[src/rtl/rf_pkg.sv]
`timescale 1ns/1ps
package rf_pkg;

    parameter int unsigned RF_DEPTH = 32;
    parameter int unsigned RF_WIDTH = 32;

    // Half of a register-file cycle
    typedef enum logic {
        PH_READ  = 1'b0,
        PH_WRITE = 1'b1
    } rf_phase_e;

    function automatic rf_phase_e rf_phase_next(rf_phase_e cur);
        return (cur == PH_READ) ? PH_WRITE : PH_READ;
    endfunction

    // Row 0 is the constant-zero register and never gets a write line
    function automatic logic rf_row_writable(int unsigned idx);
        return idx != 0;
    endfunction

endpackage

[src/rtl/rf_phase_ctrl.sv]
`timescale 1ns/1ps
module rf_phase_ctrl
    import rf_pkg::*;
(
    input  logic      clk,
    input  logic      rst,
    output rf_phase_e phase_o,
    output logic      rd_capture_o,
    output logic      wr_commit_o
);

    rf_phase_e phase_q;

    always_ff @(posedge clk) begin
        if (rst) begin
            phase_q <= PH_READ;
        end else begin
            phase_q <= rf_phase_next(phase_q);
        end
    end

    assign phase_o      = phase_q;
    assign rd_capture_o = (phase_q == PH_READ);
    assign wr_commit_o  = (phase_q == PH_WRITE);

    // a read half is always followed by a write half and back
    p_read_then_write_r2: assert property (@(posedge clk) disable iff (rst)
        rd_capture_o |=> wr_commit_o);
    p_write_then_read_r2: assert property (@(posedge clk) disable iff (rst)
        wr_commit_o |=> rd_capture_o);

endmodule

[src/rtl/rf_row_decoder.sv]
`timescale 1ns/1ps
module rf_row_decoder
    import rf_pkg::*;
#(
    parameter  int unsigned DEPTH = RF_DEPTH,
    localparam int unsigned AW    = $clog2(DEPTH)
) (
    input  logic             clk,
    input  logic             rst,
    input  logic             en_i,
    input  logic [AW-1:0]    addr_i,
    output logic [DEPTH-1:0] wl_o
);

    for (genvar r = 0; r < DEPTH; r++) begin : g_row
        if (rf_row_writable(r)) begin : g_live
            assign wl_o[r] = en_i && (addr_i == AW'(r));
        end else begin : g_tied
            assign wl_o[r] = 1'b0;
        end
    end

    // at most one row is written per cycle
    p_wl_onehot_r5: assert property (@(posedge clk) disable iff (rst)
        $onehot0(wl_o));

endmodule

[src/rtl/rf_write_driver.sv]
`timescale 1ns/1ps
module rf_write_driver #(
    parameter int unsigned WIDTH = rf_pkg::RF_WIDTH
) (
    input  logic             en_i,
    input  logic [WIDTH-1:0] data_i,
    output logic [WIDTH-1:0] bl_o,
    output logic [WIDTH-1:0] blb_o
);

    // Idle: both lines held high (precharged); active: complementary pair
    always_comb begin
        if (en_i) begin
            bl_o  = data_i;
            blb_o = ~data_i;
        end else begin
            bl_o  = '1;
            blb_o = '1;
        end
    end

endmodule

[src/rtl/rf_cell_array.sv]
`timescale 1ns/1ps
module rf_cell_array #(
    parameter  int unsigned DEPTH = rf_pkg::RF_DEPTH,
    parameter  int unsigned WIDTH = rf_pkg::RF_WIDTH,
    localparam int unsigned AW    = $clog2(DEPTH)
) (
    input  logic             clk,
    input  logic             rst,
    input  logic [DEPTH-1:0] wl_i,
    input  logic [WIDTH-1:0] bl_i,
    input  logic [WIDTH-1:0] blb_i,
    input  logic             rd_capture_i,
    input  logic [AW-1:0]    ra_a_i,
    input  logic [AW-1:0]    ra_b_i,
    output logic [WIDTH-1:0] rd_a_o,
    output logic [WIDTH-1:0] rd_b_o
);

    logic [DEPTH-1:0][WIDTH-1:0] plane_t;
    logic [DEPTH-1:0][WIDTH-1:0] plane_c;
    logic [WIDTH-1:0]            sense_a;
    logic [WIDTH-1:0]            sense_b;
    logic [WIDTH-1:0]            rd_a_q;
    logic [WIDTH-1:0]            rd_b_q;

    // Storage: true and complement planes loaded from the line pair
    always_ff @(posedge clk) begin
        if (rst) begin
            plane_t <= '0;
            plane_c <= '1;
        end else begin
            for (int r = 1; r < DEPTH; r++) begin
                if (wl_i[r]) begin
                    plane_t[r] <= bl_i;
                    plane_c[r] <= blb_i;
                end
            end
        end
    end

    // Single-ended sensing: A from the complement plane, B from the true plane
    always_comb begin
        sense_a = (ra_a_i == '0) ? '0 : ~plane_c[ra_a_i];
        sense_b = (ra_b_i == '0) ? '0 : plane_t[ra_b_i];
    end

    always_ff @(posedge clk) begin
        if (rst) begin
            rd_a_q <= '0;
            rd_b_q <= '0;
        end else if (rd_capture_i) begin
            rd_a_q <= sense_a;
            rd_b_q <= sense_b;
        end
    end

    assign rd_a_o = rd_a_q;
    assign rd_b_o = rd_b_q;

    // both ports agree when they name the same register
    p_same_row_r4: assert property (@(posedge clk) disable iff (rst)
        (rd_capture_i && ra_a_i == ra_b_i) |=> (rd_a_q == rd_b_q));

    // every stored word keeps its two planes complementary
    p_planes_agree_r5: assert property (@(posedge clk) disable iff (rst)
        rd_capture_i |-> (plane_t[ra_b_i] == ~plane_c[ra_b_i]));

    // with no write line raised the storage holds
    p_idle_hold_r7: assert property (@(posedge clk) disable iff (rst)
        !(|wl_i) |=> ($stable(plane_t) && $stable(plane_c)));

    // register 0 reads as zero on port A
    p_zero_reg_r8: assert property (@(posedge clk) disable iff (rst)
        (rd_capture_i && ra_a_i == '0) |=> (rd_a_q == '0));

endmodule

[src/rtl/rf_phase_dual_read.sv]
`timescale 1ns/1ps
module rf_phase_dual_read
    import rf_pkg::*;
#(
    parameter  int unsigned DEPTH = RF_DEPTH,
    parameter  int unsigned WIDTH = RF_WIDTH,
    localparam int unsigned AW    = $clog2(DEPTH)
) (
    input  logic             clk,
    input  logic             rst,
    output logic             phase_o,
    input  logic [AW-1:0]    rd_a_addr,
    input  logic [AW-1:0]    rd_b_addr,
    input  logic             wr_en,
    input  logic [AW-1:0]    wr_addr,
    input  logic [WIDTH-1:0] wr_data,
    output logic [WIDTH-1:0] rd_a_data,
    output logic [WIDTH-1:0] rd_b_data
);

    typedef struct packed {
        logic             en;
        logic [AW-1:0]    addr;
        logic [WIDTH-1:0] data;
    } wr_bundle_t;

    rf_phase_e        phase;
    logic             rd_capture;
    logic             wr_commit;
    wr_bundle_t       wr_req;
    logic [DEPTH-1:0] wl;
    logic [WIDTH-1:0] bl;
    logic [WIDTH-1:0] blb;

    rf_phase_ctrl u_phase (
        .clk          (clk),
        .rst          (rst),
        .phase_o      (phase),
        .rd_capture_o (rd_capture),
        .wr_commit_o  (wr_commit)
    );

    // Write request only takes effect in the write half
    always_comb begin
        wr_req.en   = wr_en && wr_commit;
        wr_req.addr = wr_addr;
        wr_req.data = wr_data;
    end

    rf_row_decoder #(.DEPTH(DEPTH)) u_decode (
        .clk    (clk),
        .rst    (rst),
        .en_i   (wr_req.en),
        .addr_i (wr_req.addr),
        .wl_o   (wl)
    );

    rf_write_driver #(.WIDTH(WIDTH)) u_wdrv (
        .en_i   (wr_req.en),
        .data_i (wr_req.data),
        .bl_o   (bl),
        .blb_o  (blb)
    );

    rf_cell_array #(.DEPTH(DEPTH), .WIDTH(WIDTH)) u_array (
        .clk          (clk),
        .rst          (rst),
        .wl_i         (wl),
        .bl_i         (bl),
        .blb_i        (blb),
        .rd_capture_i (rd_capture),
        .ra_a_i       (rd_a_addr),
        .ra_b_i       (rd_b_addr),
        .rd_a_o       (rd_a_data),
        .rd_b_o       (rd_b_data)
    );

    assign phase_o = (phase == PH_WRITE);

    // captured read data holds across the write-half edge
    p_hold_r3: assert property (@(posedge clk) disable iff (rst)
        phase_o |=> ($stable(rd_a_data) && $stable(rd_b_data)));

    // no write line rises during the read half
    p_write_half_only_r9: assert property (@(posedge clk) disable iff (rst)
        (|wl) |-> phase_o);

endmodule

[config.mk]
export PLATFORM = sky130hd
export DESIGN_NAME = rf_phase_dual_read
export DESIGN_NICKNAME = d
export VERILOG_FILES = /design/src/rtl/rf_pkg.sv /design/src/rtl/rf_phase_ctrl.sv /design/src/rtl/rf_row_decoder.sv /design/src/rtl/rf_write_driver.sv /design/src/rtl/rf_cell_array.sv /design/src/rtl/rf_phase_dual_read.sv
export SDC_FILE = /design/constraint.sdc
export NUM_CORES = 2
export LEC_CHECK = 0
export BUFFER_PORTS_ARGS = -buffer_cell sky130_fd_sc_hd__clkbuf_2
export CORE_MARGIN = 1
export CORE_UTILIZATION = 65
export CTS_BUF_LIST = sky130_fd_sc_hd__clkbuf_8
export DETAILED_ROUTE_END_ITERATION = 10
export HOLD_SLACK_MARGIN = 0.15
export PLACE_DENSITY = 0.82
export SKIP_LAST_GASP = 1
export SYNTH_ARGS = -nofsm -noshare
export SYNTH_HDL_FRONTEND = slang
export SYNTH_SLANG_ARGS = --single-unit
[constraint.sdc]
create_clock -name clk -period 2.3 [get_ports clk]
set_clock_uncertainty 0.1 [all_clocks]
set_input_delay 0.23 -clock clk [delete_from_list [all_inputs] [get_ports clk]]
set_output_delay 0.23 -clock clk [all_outputs]
set_load 0.01 [all_outputs]
==> Yosys cells after proc, flatten, opt, wreduce, memory -nomap -nowiden <==
Index checks and enable logic that the tools add are counted.
{ "totals": {"register_bits": 2049, "out_inout_bits": 65, "elab_cells": 143} }
{ "classes": {"magnitude_cmp": 2, "eq_ne": 31, "muxes": 9, "n_bitwise": 2, "n_reduce_logical": 34} }
{ "op_table": {"columns": ["cell", "n"], "rows": [
  ["32-bit binary-select mux with 5-bit select", 2],
  ["32-bit two-way mux", 6],
  ["5-bit == test, second input constant", 16],
  ["32-bit inverter", 2],
  ["5-bit by 4-bit == test with 1-bit output, second input constant", 8],
  ["1-bit logical AND", 32],
  ["5-bit by 3-bit == test with 1-bit output, second input constant", 4],
  ["5-bit by 6-bit less-than comparator with 1-bit output, second input constant", 2],
  ["5-bit by 2-bit == test with 1-bit output, second input constant", 2],
  ["5-bit zero test", 2],
  ["5-bit by 1-bit == test with 1-bit output, second input constant", 1],
  ["1-bit two-way mux", 1]
]} }

==> Logic depth before layout (Yosys ltp) <==
{ "depth": {"word_depth": 4, "ltp_mapped": 9} }

==> Modules after synthesis <==
From an unflattened synthesis, not the netlist that was laid out.
{ "unflattened": {"cells_unflattened": 8257, "hier_area_um2": 89462.1} }
{ "by_module_without_submodules": {"columns": ["mod", "instances", "cells_per_inst", "area_per_inst_um2", "seq_area_each_um2"], "rows": [
  ["rf_cell_array", 1, 8134, 88802.7, 40999.3],
  ["rf_write_driver", 1, 70, 380.4, 0.0],
  ["rf_row_decoder", 1, 48, 237.7, 0.0],
  ["rf_phase_ctrl", 1, 4, 35.0, 20.0],
  ["rf_phase_dual_read", 1, 1, 6.3, 0.0]
]} }

==> Worst setup path before layout <==
Ideal clock, no wire load.
{ "synth_path": {"kind": "input port to flip-flop", "start": "input port rd_b_addr[0]", "end": "register u_array.rd_b_q[5], in the netlist u_array.rd_b_o[5]", "arrival_ns": 1.799, "required_time_ns": 2.084, "setup_slack_ns": 0.285, "path_stages": 7, "n_path_buf": 3, "cell_sequence": "buf_4 -> buf_4 -> buf_2 -> mux4_2 -> nand2_1 -> nand3_1 -> a31o_2"} }
{ "synth_between": {"elab_chain_cells": 3, "elab_cells_between_ends": 4} }
{ "synth_rtl": {"columns": ["item", "line", "source"], "rows": [
  ["start: declaration", "rf_phase_dual_read.sv:13", "input logic [AW-1:0] rd_b_addr,"],
  ["32-bit binary-select mux with 5-bit select", "rf_cell_array.sv:44", "sense_b = (ra_b_i == '0) ? '0 : plane_t[ra_b_i];"],
  ["32-bit two-way mux (not written as such)", "rf_cell_array.sv:44", null],
  ["32-bit two-way mux (*)", "rf_cell_array.sv:44", null],
  ["end signal: assignment", "rf_cell_array.sv:53", "rd_b_q <= sense_b;"],
  ["end: declaration", "rf_cell_array.sv:24", "logic [WIDTH-1:0] rd_b_q;"]
]} }
Every way passes the cells marked *; elsewhere a longest branch is shown, timed or not. The select of a mux whose other input is x is not followed.
A chain may end at the register's enable or synchronous reset.

==> flow_summary.yaml <==
yosys:
  ys_ff_latch: 2049
  synth_area_sq_um: 84700
  synth_area_leaders: "dfxtp_1, nand2_1, mux4_2, nand2b_1, a21oi_1"
  ys_warn_count: 0
  synth.avg_cell_area_sq_um: 8.97
  synth_top_area_cell: "dfxtp_1"
  syn_nets: 9498
  ys_types: 45
  yosys.area.top_type_share_pct: 48.4
  synth_cells: 9448
  ys_seq_area_share_pct: 48.4
layout:
  area.growth.synth_to_final_pct: 15.1
  fill_cells: 8538
  layout.nets: 9712
  design_area_sq_um: 97500
  drive_above_1_share_pct: 16.0
  fin_cells: 11643
  final_core_util_pct: 75.3
die:
  start_util_pct: 65.4
  ios: 115
  rows: 132
  coreArea_sq_um: 129000
  die_x_um: 363
  die_h_um: 363
  dieArea_sq_um: 132000
global_routing:
  grt_pass1_wl_mm: 448
  grt_use_met2_pct: 66.0
  grt_busiest_layer: "met2"
  grt_max_degree: 187
  use_met3_pct: 13.8
  grt_pass1_vias: 75134
  overflow: 0
  grt_use_met1_pct: 54.5
  grt_use_total_pct: 45.1
  antenna_found_initial: 22
sta:
  final_max_slew_viol_count: 0
  layout_min_cycle_time_ps: 2360
  setup_slack_ps: -60.1
  timing.final.crit_share_pct: 103
  max_slew.worst_pin.slew_ps: 919
  hold_viol: 0
  setup_violations: 10
  relSlewSlack_pct: 38.8
  rsz0062_at_grt: "yes"
  maxClockFrequency_ghz: 0.424
hold_path:
  hp-class: "in2reg"
critical_path:
  critPathArrivalTime_ps: 3220
  startpoint_type: "primary input"
  crit_path_frequent_cell: "buf_12"
  cp_cell_sequence: "dlygate4sd3_1 -> dlygate4sd3_1 -> buf_12 -> buf_12 -> nor2b_4 -> buf_12 -> buf_4 -> nand2_1 -> o221ai_1 -> a211o_1"
  crit_slowest_cell: "dlygate4sd3_1"
  worst_ep_required_time_ps: 3160
  path_class: "in2reg"
  crit_fanout: 30
  max_stage_delay_ps: 620
  critPathCaptureType: "flip-flop"
detailed_routing:
  wl_mm: 305
  vias: 77283
  wire_per_inst_um: 26.2
  vias_per_cell: 6.64
  antenna_left: 0
  drtPass1Iterations: 9
  drc: 0
  first_iter_violations: 12000
clock_tree:
  cts_sinks: 2049
  cts_buffers: 333
  htreeDepth: 5
  clk_pin_slew_ps: 70
  clock_latency_ps: 1070
  clk_path_buf_depth: 4
  cts_tree: "yes"
  cts-root-buf: "clkbuf_8"
place:
  dp_slack_ps: -575
  dp_hpwl_mm: 192
  routabilityCongestion: 0.973
  post-place-cells: 11009
  io_buffers: 114
  placed_cell_area_sq_um: 90300
outcome:
  outcome: "complete, but fails checks"
  violations: "negative setup slack"
power:
  power.leakage_nw: 34.6
  p_per_area_nw_per_um2: 737
  ir_worst_vdd_v: 0.000704
  power_mw: 71.8
job:
  cap_viol_max_count: 0
-- kinds of logic after synthesis --
kind of cell,synth area share [%]
mux,12.5
compound gates,15.7
simple gates,19.2
buf+inv,4.23
flops,48.4
-- worst paths after layout --
check,slack [ps],depth (start not counted),startpoint,end
setup / recovery,-60,10,rst,u_array.rd_a_o[23]$_SDFFE_PP0N_
hold / removal,240,5,wr_data[22],u_array.plane_t[886]$_SDFFE_PP0P_
setup reg to reg,-30,6,u_phase.phase_o$_SDFF_PP0_,u_array.rd_a_o[29]$_SDFFE_PP0N_
hold reg to reg,350,2,u_array.plane_t[982]$_SDFFE_PP0P_,u_array.plane_t[982]$_SDFFE_PP0P_
-- timing repair --
action	CTS	global route
setup endpoints to repair	121	77
hold endpoints to repair	2049	0
resized for setup	11	19
gates cloned	0	1
hold buffers	57	0
setup buffers	0	2
pin swaps	0	1
-- metrics by stage --
stage / hold slack (ps) / TNS (ps)
after global placement: 339 / -8120
after global routing: 260 / -110
after floorplan: 282 / 0
final: 237 / -221
after CTS: 178 / 0
after detailed placement: 343 / -13350
-- synthesized netlist by cell type (all sizes together) --
| cell type | count |
|---|---|
| inv | 1 |
| dfxtp | 2049 |
| nor4 | 1 |
| a2111oi | 35 |
| mux4 | 352 |
| nand3b | 2 |
| o2111ai | 52 |
| clkbuf | 563 |
| or2 | 3 |
| nor4b | 1 |
| nor2 | 121 |
| a31oi | 1 |
| o21ai | 1043 |
| nor3 | 65 |
| a21oi | 1055 |
| a31o | 11 |
| o41ai | 1 |
| a211oi | 19 |
| o22ai | 33 |
| and3 | 1 |
| a22o | 16 |
| a211o | 32 |
| o2bb2ai | 31 |
| nand2b | 1004 |
| nand3 | 42 |
| o221ai | 24 |
| a32o | 24 |
| a221oi | 41 |
| nand2 | 2227 |
| nor2b | 40 |
| and2 | 13 |
| buf | 276 |
| mux2i | 269 |
-- critical path, delay by kind of cell --
family / cells / cell delay, ps
buf+inv: 6 / 2090
simple gates: 2 / 590
compound gates: 2 / 240
-- layout by cell type, fill, tap and decap left out, types with 14 or more instances in the layout --
cell	n
nand2_1	2205
dfxtp_1	2048
a21oi_1	1055
o21ai_0	1027
nand2b_1	1000
clkbuf_8	414
buf_4	392
mux4_2	352
mux2i_1	269
buf_12	152
nor2_1	118
clkbuf_2	106
inv_1	91
dlygate4sd3_1	57
o2111ai_1	52
clkinv_2	38
nor2b_1	37
a221oi_1	35
nor3_1	34
nand3_1	33
o22ai_1	33
a211o_1	32
nor3_4	31
o2bb2ai_1	31
a32o_1	24
o221ai_1	23
nand2_2	22
a2111oi_0	20
diode_2	18
a211oi_1	18
a22o_1	16
o21ai_1	16
a2111oi_2	14
-- area by class of cell --
| cell class | instances | area, sq um | area share [%] |
|---|---|---|---|
| Antenna cell | 18 | 45.0 | 0.0462 |
| Clock buffer | 414 | 5700 | 5.84 |
| Clock inverter | 142 | 769 | 0.789 |
| Inverter | 1 | 5.00 | 0.00513 |
| Multi-Input combinational cell | 6559 | 40600 | 41.6 |
| Sequential cell | 2049 | 41000 | 42.1 |
| Tap cell | 1742 | 2180 | 2.23 |
| Timing Repair Buffer | 718 | 7260 | 7.44 |
-- registers in the layout, summed over array words and instances (netlist names) --
| name | flops |
|---|---|
| u_array.rd_a_o | 32 |
| u_array.plane_t | 992 |
| u_phase.phase_o | 1 |
| u_array.rd_b_o | 32 |
| u_array.plane_c | 992 |
-- power breakdown --
group | internal, mW | switching, mW
sequential | 35.7 | 0.184
clock | 16.8 | 14.6
combinational | 1.66 | 3.00
total | 54.1 | 17.7
-- layer usage --
| metal | vias up | routed length [um] |
|---|---|---|
| met5 | - | 404 |
| met4 | 28 | 28800 |
| met3 | 1707 | 44700 |
| met2 | 6074 | 128000 |
| met1 | 36439 | 103000 |
| li1 | 33035 | - |
No activity file was read; power rests on OpenSTA's default activity.
